--- src/rtl/xbus_pkg.sv ---
package xbus_pkg;

    typedef enum logic [2:0] {
        PH_IDLE,
        PH_SETUP,
        PH_ASL,
        PH_GAP,
        PH_DSL,
        PH_HOLD
    } phase_e;

    typedef struct packed {
        logic wr;
        logic dmem;
        logic ext;
    } req_ctl_t;

    // Number of clocks the data strobe stays low.
    function automatic int unsigned ds_clocks(input logic wr, input logic ext,
                                              input int unsigned rd_n,
                                              input int unsigned wr_n,
                                              input int unsigned ext_n);
        int unsigned n;
        n = wr ? wr_n : rd_n;
        if (ext) n = n + ext_n;
        return n;
    endfunction

endpackage

--- src/rtl/xbus_seq.sv ---
module xbus_seq
    import xbus_pkg::*;
#(
    parameter int unsigned RD_DS  = 3,
    parameter int unsigned WR_DS  = 2,
    parameter int unsigned EXT_DS = 2,
    localparam int unsigned CNT_W = $clog2(RD_DS + EXT_DS + 1)
) (
    input  logic   clk,
    input  logic   rst,
    input  logic   start,
    input  logic   wr_q,
    input  logic   ext_q,
    output phase_e phase,
    output logic   capture
);

    logic [CNT_W-1:0] cnt;
    logic [CNT_W-1:0] len;
    logic             last;

    assign len     = CNT_W'(ds_clocks(wr_q, ext_q, RD_DS, WR_DS, EXT_DS));
    assign last    = (cnt == len - CNT_W'(1));
    assign capture = (phase == PH_DSL) && last && !wr_q;

    always_ff @(posedge clk) begin
        if (rst) begin
            phase <= PH_IDLE;
            cnt   <= '0;
        end else begin
            case (phase)
                PH_IDLE:  if (start) phase <= PH_SETUP;
                PH_SETUP: phase <= PH_ASL;
                PH_ASL:   phase <= PH_GAP;
                PH_GAP: begin
                    phase <= PH_DSL;
                    cnt   <= '0;
                end
                PH_DSL: begin
                    if (last) phase <= PH_HOLD;
                    else      cnt   <= cnt + CNT_W'(1);
                end
                PH_HOLD:  phase <= PH_IDLE;
                default:  phase <= PH_IDLE;
            endcase
        end
    end


    hold_follows_ds_chk: assert property (@(posedge clk) disable iff (rst)
        (phase == PH_DSL && last) |=> (phase == PH_HOLD));

endmodule

--- src/rtl/xbus_datapath.sv ---
module xbus_datapath
    import xbus_pkg::*;
#(
    parameter int unsigned ADDR_W = 16,
    parameter int unsigned DATA_W = 8,
    localparam int unsigned HI_W  = ADDR_W - DATA_W
) (
    input  logic              clk,
    input  logic              rst,
    input  logic              start,
    input  logic              capture,
    input  phase_e            phase,
    input  req_ctl_t          ctl_in,
    input  logic [ADDR_W-1:0] addr_in,
    input  logic [DATA_W-1:0] wdata_in,
    input  logic [DATA_W-1:0] ad_in,
    output req_ctl_t          ctl_q,
    output logic [DATA_W-1:0] rdata,
    output logic [DATA_W-1:0] ad_out,
    output logic              ad_oe,
    output logic [HI_W-1:0]   hi_addr,
    output logic              rw_n,
    output logic              dm_n
);

    logic [ADDR_W-1:0] addr_q;
    logic [DATA_W-1:0] wdata_q;
    logic              addr_ph;
    logic              active;

    always_ff @(posedge clk) begin
        if (rst) begin
            ctl_q   <= '0;
            addr_q  <= '0;
            wdata_q <= '0;
            rdata   <= '0;
        end else begin
            if (start) begin
                ctl_q   <= ctl_in;
                addr_q  <= addr_in;
                wdata_q <= wdata_in;
            end
            if (capture) rdata <= ad_in;
        end
    end

    always_comb begin
        addr_ph = (phase == PH_SETUP) || (phase == PH_ASL);
        active  = (phase != PH_IDLE);
        ad_oe   = addr_ph || (ctl_q.wr && active);
        ad_out  = addr_ph ? addr_q[DATA_W-1:0] : wdata_q;
        hi_addr = addr_q[ADDR_W-1:DATA_W];
        rw_n    = !(ctl_q.wr && active);
        dm_n    = !(ctl_q.dmem && active);
    end


    rdata_hold_chk: assert property (@(posedge clk) disable iff (rst)
        !$past(capture) |-> $stable(rdata));

endmodule

--- src/rtl/xbus_ctrl.sv ---
module xbus_ctrl
    import xbus_pkg::*;
#(
    parameter int unsigned ADDR_W = 16,
    parameter int unsigned DATA_W = 8,
    parameter int unsigned RD_DS  = 3,
    parameter int unsigned WR_DS  = 2,
    parameter int unsigned EXT_DS = 2,
    localparam int unsigned HI_W  = ADDR_W - DATA_W,
    localparam int unsigned CNT_W = $clog2(RD_DS + EXT_DS + 1)
) (
    input  logic              clk,
    input  logic              rst,
    input  logic              req_valid,
    input  logic              req_write,
    input  logic              req_dmem,
    input  logic              req_ext,
    input  logic [ADDR_W-1:0] req_addr,
    input  logic [DATA_W-1:0] req_wdata,
    output logic              busy,
    output logic              done,
    output logic [DATA_W-1:0] rdata,
    output logic              as_n,
    output logic              ds_n,
    output logic              rw_n,
    output logic              dm_n,
    output logic [HI_W-1:0]   hi_addr,
    output logic [DATA_W-1:0] ad_out,
    input  logic [DATA_W-1:0] ad_in,
    output logic              ad_oe
);

    phase_e   phase;
    logic     start;
    logic     capture;
    req_ctl_t ctl_in;
    req_ctl_t ctl_q;

    assign start  = req_valid && (phase == PH_IDLE);
    assign ctl_in = '{wr: req_write, dmem: req_dmem, ext: req_ext};

    xbus_seq #(
        .RD_DS (RD_DS),
        .WR_DS (WR_DS),
        .EXT_DS(EXT_DS)
    ) u_seq (
        .clk    (clk),
        .rst    (rst),
        .start  (start),
        .wr_q   (ctl_q.wr),
        .ext_q  (ctl_q.ext),
        .phase  (phase),
        .capture(capture)
    );

    xbus_datapath #(
        .ADDR_W(ADDR_W),
        .DATA_W(DATA_W)
    ) u_dp (
        .clk     (clk),
        .rst     (rst),
        .start   (start),
        .capture (capture),
        .phase   (phase),
        .ctl_in  (ctl_in),
        .addr_in (req_addr),
        .wdata_in(req_wdata),
        .ad_in   (ad_in),
        .ctl_q   (ctl_q),
        .rdata   (rdata),
        .ad_out  (ad_out),
        .ad_oe   (ad_oe),
        .hi_addr (hi_addr),
        .rw_n    (rw_n),
        .dm_n    (dm_n)
    );

    assign as_n = (phase != PH_ASL);
    assign ds_n = (phase != PH_DSL);
    assign busy = (phase != PH_IDLE);
    assign done = (phase == PH_HOLD);

    // Low-time counter for the data strobe, used only by checks.
    logic [CNT_W-1:0] ds_low_cnt;
    always_ff @(posedge clk) begin
        if (rst)        ds_low_cnt <= '0;
        else if (!ds_n) ds_low_cnt <= ds_low_cnt + CNT_W'(1);
        else            ds_low_cnt <= '0;
    end


    as_one_clk_chk: assert property (@(posedge clk) disable iff (rst)
        !as_n |=> as_n);


    strobe_excl_chk: assert property (@(posedge clk) disable iff (rst)
        !(!as_n && !ds_n));


    read_float_chk: assert property (@(posedge clk) disable iff (rst)
        (!ds_n && rw_n) |-> !ad_oe);


    ds_len_chk: assert property (@(posedge clk) disable iff (rst)
        $rose(ds_n) |-> (ds_low_cnt ==
            CNT_W'(ds_clocks(!rw_n, ctl_q.ext, RD_DS, WR_DS, EXT_DS))));


    wr_hold_chk: assert property (@(posedge clk) disable iff (rst)
        ($rose(ds_n) && !rw_n) |-> ad_oe);


    ctl_stable_chk: assert property (@(posedge clk) disable iff (rst)
        (busy && $past(busy)) |-> ($stable(rw_n) && $stable(dm_n)));


    done_pulse_chk: assert property (@(posedge clk) disable iff (rst)
        done |=> !done);


    no_restart_chk: assert property (@(posedge clk) disable iff (rst)
        done |=> !busy);

endmodule

--- config.mk ---
export PLATFORM = sky130hd
export DESIGN_NAME = xbus_ctrl
export DESIGN_NICKNAME = d
export VERILOG_FILES = /design/src/rtl/xbus_pkg.sv /design/src/rtl/xbus_seq.sv /design/src/rtl/xbus_datapath.sv /design/src/rtl/xbus_ctrl.sv
export SDC_FILE = /design/constraint.sdc
export NUM_CORES = 1
export LEC_CHECK = 0
export BUFFER_PORTS_ARGS = -buffer_cell sky130_fd_sc_hd__buf_2
export CORE_UTILIZATION = 25
export CTS_CLUSTER_SIZE = 25
export DETAILED_ROUTE_END_ITERATION = 8
export HOLD_SLACK_MARGIN = 0.15
export PLACE_DENSITY = 0.53
export SLEW_MARGIN = 20
export SYNTH_ARGS = -nofsm -noshare
export SYNTH_HDL_FRONTEND = slang
export SYNTH_HIERARCHICAL = 1
export SYNTH_SLANG_ARGS = --single-unit
--- constraint.sdc ---
create_clock -name clk -period 5.55 [get_ports clk]
set_input_delay 0.2775 -clock clk [delete_from_list [all_inputs] [get_ports clk]]
set_output_delay 0.2775 -clock clk [all_outputs]
set_load 0.1 [all_outputs]
==> results of run 1 <==
per-stage QoR:
stage               utilization (%)  area, um2
global route                   32.8       2260
detailed placement             31.6       2170
global placement               31.6       2170
CTS                            32.8       2260
floorplan                         -       1800
finish                         32.8       2260
Yosys cell counts:
library cell	n	area [um2]
nor3_1	3	15.0
buf_2	2	10.0
nand2b_1	1	6.26
nor2_1	36	135
nand3b_1	3	22.5
nor2_4	1	11.3
o211ai_1	1	7.51
nor4b_1	1	8.76
mux2i_1	35	350
nand4b_1	1	8.76
xnor2_1	2	17.5
buf_4	11	82.6
inv_1	1	3.75
o31ai_1	1	7.51
a31oi_1	1	6.26
or3_2	1	7.51
nand3_1	1	5.00
a2111oi_1	1	10.0
and3b_2	1	10.0
or3_1	1	6.26
and3_1	1	6.26
a21oi_1	3	15.0
nand2_1	3	11.3
dfxtp_1	41	821
clkbuf_1	3	11.3
nor3b_4	1	18.8
or3b_1	3	26.3
o31ai_2	1	12.5
xor2_1	3	26.3
ha_1	2	25.0
o21a_1	1	7.51
mux2_2	8	90.1
worst min-delay path, cell delays in order:
cell	delay [ns]
buf_2	0.08
mux2i_1	0.05
nor2_1	0.07
metal layers:
layer / global-route usage, % / up-vias / part of all wire [%]
met5: 0 / - / 0
met4: 5.00 / 0 / 1.5
met3: 2.37 / 5 / 4.9
met2: 15.5 / 39 / 44
met1: 14.1 / 650 / 50
li1: - / 711 / -
worst paths after layout:
check                          startpoint                      endpoint  slack (ns)
max           u_seq/phase[1]$_SDFFE_PP0P_                     ad_out[7]        3.17
min                              req_dmem    u_dp/ctl_q[1]$_SDFFE_PP0P_        0.22
min reg2reg  u_dp/addr_q[10]$_SDFFE_PP0P_  u_dp/addr_q[10]$_SDFFE_PP0P_        0.49
max reg2reg    u_dp/ctl_q[2]$_SDFFE_PP0P_    u_dp/rdata[2]$_SDFFE_PP0P_        3.22
layout make-up:
type	instances	area share (%)
clock buffer	6	3.22
multi-input combinational	117	39.0
clock inverter	2	0.444
sequential	41	36.4
tap	96	5.32
inverter	1	0.166
timing repair buffer	69	15.4
sequential cells by signal (all words and copies together) (netlist names):
name / flops
u_dp/addr_q: 16
u_seq/phase: 3
u_dp/ctl_q: 3
u_seq/cnt: 3
u_dp/wdata_q: 8
u_dp/rdata: 8
logic make-up after synthesis:
kind of cell,count (synthesis)
xor+xnor,5
buf+inv,17
compound gates,9
flops,41
mux,43
simple gates,58
fa+ha+maj,2
report_power, final:
| group | internal (mW) | leakage [nW] | total (mW) | switching (mW) |
|---|---|---|---|---|
| logic | 0.180 | 0.640 | 0.722 | 0.541 |
| registers | 0.341 | 0.335 | 0.389 | 0.0481 |
| clock network | 0.0873 | 0.0450 | 0.189 | 0.102 |
cell usage in the layout, fill, tap and decap left out:
master,n
nor2_1,36
clkinv_2,2
o211ai_1,1
and3b_2,1
nand3_1,1
nor3_1,3
o31ai_2,1
nand2b_1,1
o21a_1,1
ha_1,2
nor3b_4,1
a31oi_1,1
clkbuf_1,1
nand2_1,3
xnor2_1,2
xor2_1,3
and3_1,1
or3_1,1
o31ai_1,1
a2111oi_1,1
mux2i_1,35
clkbuf_8,5
mux2_2,8
nor4b_2,1
nand4b_1,1
buf_2,68
inv_1,1
buf_4,1
nor2_4,1
or3b_1,3
a21oi_1,3
dfxtp_1,41
nand3b_1,3
or3_2,1
==> metrics.md, run 1 <==
| Metric | Value |
|---|---|
| Clock Skew | 0.00479 ns |
| Total congestion overflow | 0 |
| Synthesized-area fraction occupied by xor and xnor cells | 2.43% |
| Chip Height | 86.9 um |
| Mapped Nets | 215 |
| Synthesized instance count | 175 |
| Sink Count | 41 |
| Register area share after synthesis | 45.5% |
| Hold WS | 0.224 ns |
| # setup viols final | 0 |
| Syn Area/Cell | 10.3 um2 |
| P&R area growth vs syn | 25.1% |
| DR iter-0 viols | 37 |
| Simple-gate share of the synthesized area | 16.6% |
| CP Buf/Inv Count | 1 |
| Die Wd | 86.9 um |
| CP max stage cell | dfxtp_1 |
| Data arrival, critical path | 2.10 ns |
| CTS Root Cell | clkbuf_8 |
| Setup TNS | 0 ns |
| Drc violations | 0 |
| Final Wtd Congestion | 0.670 |
| Final nets | 275 |
| Period utilisation layout | 42.8% |
| Crit-path max cell delay | 0.65 ns |
| Reg area | 821 um2 |
| Hold Vio Cnt, Final | 0 |
| Io pins | 69 |
| Slew Limit Fails | 0 |
| Post-cts sizing count | 0 |
| H-tree levels | 2 |
| Kind of path behind the tightest hold check | in -> reg |
| # fillers | 723 |
| Post-synthesis mux area share | 24.4% |
| CTS Buf Count | 5 |
| Mapped Area | 0.00180 mm2 |
| Routed WL | 3.78 mm |
| Synth Area in Compound Gates | 3.68% |
| Post-DR vias/cell | 4.23 |
| Proportion of layout cells with a drive suffix above 1 | 38.1% |
| Pwr Density | 576 mW/mm2 |
| Total Routing Usage GR | 10.4% |
| Final Power | 1.30 mW |
| Static Leak | 1.02 nW |
| Initial antenna violation count | 0 |
| Final cell count without fillers | 332 |
| Worst-case clock buffer depth | 2 |
| Post-Synth Adder-Cell Area | 1.39% |
| RSZ-0062 raised after global routing | false |
| Worst Hold Path Cells | 3 |
| WL/cell | 11.4 um |
| Max_cap viols | 0 |
| Yosys warns | 6 |
| Critical path's top delay family | flip-flops |
| Largest net degree at the start of global routing | 43 |
| Crit path cell chain | xnor2_1 -> nor2_4 -> mux2_2 -> buf_2 |
| Initial Util | 26.2% |
| Endpoint class of the critical path | output port |
| Inserted Diodes | 0 |
| Area of the multi-input gates | 881 um2 |
| Startpoint Class | register |
| IR drop worst, VDD | 179 uV |
| Die ar. | 0.00756 mm2 |
| Pre-Repair DR Iteration Count | 2 |
| CTS hold repair buffers | 0 |
| Placement Setup Slack | 3.20 ns |
| Number of global-route vias before repair | 1241 |
| Synthesis-stage register bit count | 41 |
| Outcome | finished, final reports clean |
| Later-pin clock latency in the skew report | 0.29 ns |
| Reg2Reg Depth | 7 |
| Slew @ Worst Pin | 0.777 ns |
| Largest family of logic cells by synthesized area | multiplexers |
| Core Box Area | 0.00687 mm2 |
| # rows | 30 |
| CTS clk-pin slew, worst paths | 0.08 ns |
| Detailed Place HPWL | 2.56 mm |
| Synth cell types | 32 |
| Worst Path Required | 5.27 ns |
| Crit path kind | reg -> out |
| First-pass GRT wire length | 6.02 mm |
| Post-CTS setup buffers | 0 |
| Placed insts | 324 |
| Final worst slack | 3.17 ns |
| Detail Route Antenna Nets | 0 |
| Slew HR | 48.2% |
| DR vias | 1405 |
| Largest fanout on the critical path | 14 |
| TritonCTS clock tree | done |
| Min Tclk post-route | 2.38 ns |
| I/O Buffers | 68 |
| Critical path depth in cells | 4 |
| Fmax | 0.421 GHz |
Power figures use the tool's default switching activity.
==> run 2: changes to the inputs <==
--- a/config.mk
+++ b/config.mk
@@ -10,7 +10,7 @@
 export CTS_CLUSTER_SIZE = 25
 export DETAILED_ROUTE_END_ITERATION = 8
 export HOLD_SLACK_MARGIN = 0.15
-export PLACE_DENSITY = 0.53
+export PLACE_DENSITY = 0.55
 export SLEW_MARGIN = 20
 export SYNTH_ARGS = -nofsm -noshare
 export SYNTH_HDL_FRONTEND = slang
==> constraint.sdc (replaced) <==
create_clock -name clk -period 1.9 [get_ports clk]
set_input_delay 0.095 -clock clk [delete_from_list [all_inputs] [get_ports clk]]
set_output_delay 0.095 -clock clk [all_outputs]
set_load 0.1 [all_outputs]
==> run 2 against run 1 <==
Compared with the run above: clock power increased to 3.8 times the previous value; final area up 24%; utilization rose by 8.0 points; setup slack lost 3.1 ns; routed wire length increased by 12%; clock skew down 0.00056 ns; combinational power grew to 3.4 times the previous value; cell count increased by 14%; sequential power increased to 2.8 times the previous value; via count rose by 11%; critical path type unchanged; largest power group unchanged.
==> metrics.md, run 2 (synthesis results as in run 1) <==
| Metric | Value |
|---|---|
| Outcome | finished, final reports clean |
| Min Tclk post-route | 1.81 ns |
| Later-pin clock latency in the skew report | 0.28 ns |
| DR vias | 1559 |
| Placement Setup Slack | 0.150 ns |
| Largest reg by FF count | u_dp/addr_q |
| Static Leak | 1.26 nW |
| Total congestion overflow | 0 |
| Fmax | 0.554 GHz |
| Worst r2r dst | u_dp/rdata[3]$_SDFFE_PP0P_ |
| TritonCTS clock tree | done |
| Crit path kind | reg -> out |
| DR iter-0 viols | 57 |
| Hold WS | 0.256 ns |
| Biggest regs | u_dp/addr_q: 16 flops, u_dp/rdata: 8 flops, u_dp/wdata_q: 8 flops |
| Initial antenna violation count | 0 |
| Crit path launch | u_seq/phase[1]$_SDFFE_PP0P_ |
| P&R area growth vs syn | 55.7% |
| Final worst slack | 0.0939 ns |
| Startpoint Class | register |
| Data arrival, critical path | 1.71 ns |
| Detailed Place HPWL | 2.83 mm |
| # rows | 30 |
| IR drop worst, VDD | 813 uV |
| Total Routing Usage GR | 11.8% |
| Slew @ Worst Pin | 0.484 ns |
| Crit-path max cell delay | 0.42 ns |
| R2r setup slk | 0.14 ns |
| Post-layout util | 40.9% |
| Detail Route Antenna Nets | 0 |
| Pre-Repair DR Iteration Count | 4 |
| Reg2Reg Depth | 8 |
| Die ar. | 0.00756 mm2 |
| Slew Limit Fails | 0 |
| Endpoint class of the critical path | output port |
| Final cell count without fillers | 378 |
| # fillers | 698 |
| Io pins | 69 |
| Clock Skew | 0.00423 ns |
| Chip Height | 86.9 um |
| Worst hold start | rst |
| Max_cap viols | 0 |
| Crit path cell chain | xnor2_1 -> nor2_4 -> buf_12 -> mux2_2 -> clkbuf_4 |
| Inserted Diodes | 0 |
| Core Box Area | 0.00687 mm2 |
| Kind of path behind the tightest hold check | in -> reg |
| CP Buf/Inv Count | 2 |
| Sink Count | 41 |
| Placement Cell Area | 0.00230 mm2 |
| Setup TNS | 0 ns |
| # setup viols final | 0 |
| Hold Crit Endpoint | u_dp/wdata_q[2]$_SDFFE_PP0P_ |
| CTS Buf Count | 5 |
| CTS Root Cell | clkbuf_8 |
| Die Wd | 86.9 um |
| Worst-case clock buffer depth | 2 |
| Placed insts | 334 |
| Final nets | 321 |
| Slew HR | 67.7% |
| Initial Util | 26.2% |
| Commonest non-fill, non-tap cell in the layout | buf_2 |
| Number of global-route vias before repair | 1526 |
| CP max stage cell | dfxtp_2 |
| Post-DR vias/cell | 4.12 |
| Worst Path Required | 1.80 ns |
| Proportion of layout cells with a drive suffix above 1 | 36.5% |
| Post-route cell area | 0.00281 mm2 |
| Critical path's top delay family | buffers and inverters |
| Largest fanout on the critical path | 9 |
| Pwr Density | 1530 mW/mm2 |
| Most frequent cells in the layout | buf_2, dfxtp_1, nor2_1 |
| Largest net degree at the start of global routing | 27 |
| Drc violations | 0 |
| Final Power | 4.30 mW |
| H-tree levels | 2 |
| Final Wtd Congestion | 0.746 |
| Worst Hold Path Cells | 2 |
| Routed WL | 4.25 mm |
| First-pass GRT wire length | 6.87 mm |
| Period utilisation layout | 95.1% |
| Worst R2R Start | u_dp/ctl_q[2]$_SDFFE_PP0P_ |
| Hold Vio Cnt, Final | 0 |
| I/O Buffers | 68 |
| CTS clk-pin slew, worst paths | 0.08 ns |
| WL/cell | 11.2 um |
| Largest register FFs | 16 |
run 2: cell type report:
| type | instances | area, um2 | area share [%] |
|---|---|---|---|
| multi-input combinational | 117 | 886 | 31.6 |
| timing repair buffer | 115 | 860 | 30.6 |
| sequential | 41 | 822 | 29.3 |
| tap | 96 | 120 | 4.28 |
| clock buffer | 7 | 86.3 | 3.07 |
| clock inverter | 1 | 30.0 | 1.07 |
| inverter | 1 | 3.75 | 0.134 |
run 2: worst max path at each step:
stage / to / slack, ns / cells past startpoint
after global routing: u_dp/rdata[6]$_SDFFE_PP0P_ / -0.008 / 8
after detailed placement: u_dp/rdata[3]$_SDFFE_PP0P_ / 0.15 / 8
after global placement: u_dp/rdata[1]$_SDFFE_PP0P_ / 0.20 / 8
final: ad_out[4] / 0.09 / 5
after CTS: ad_out[6] / 0.003 / 5
after floorplan: u_dp/rdata[0]$_SDFFE_PP0P_ / 0.05 / 8
run 2: what timing repair did:
| item | CTS | global route |
|---|---|---|
| buffers inserted | 1 | 0 |
| cloned | 0 | 0 |
| hold buffers | 35 | 0 |
| pin swaps | 1 | 1 |
| hold endpoints to repair | 35 | 0 |
| gates resized for setup | 1 | 16 |
| setup endpoints to repair | 8 | 15 |
run 2: report_power, final:
part	switching, mW	internal, mW
combinational	1.68	0.805
sequential	0.0940	0.997
clock	0.292	0.428
total	2.07	2.23
run 2: routing by layer:
layer,track usage [%],vias up,part of all wire [%]
met2,20.0,37,50
met4,4.55,0,0.96
li1,-,806,-
met3,3.13,2,2.5
met5,0,-,0
met1,14.2,714,46
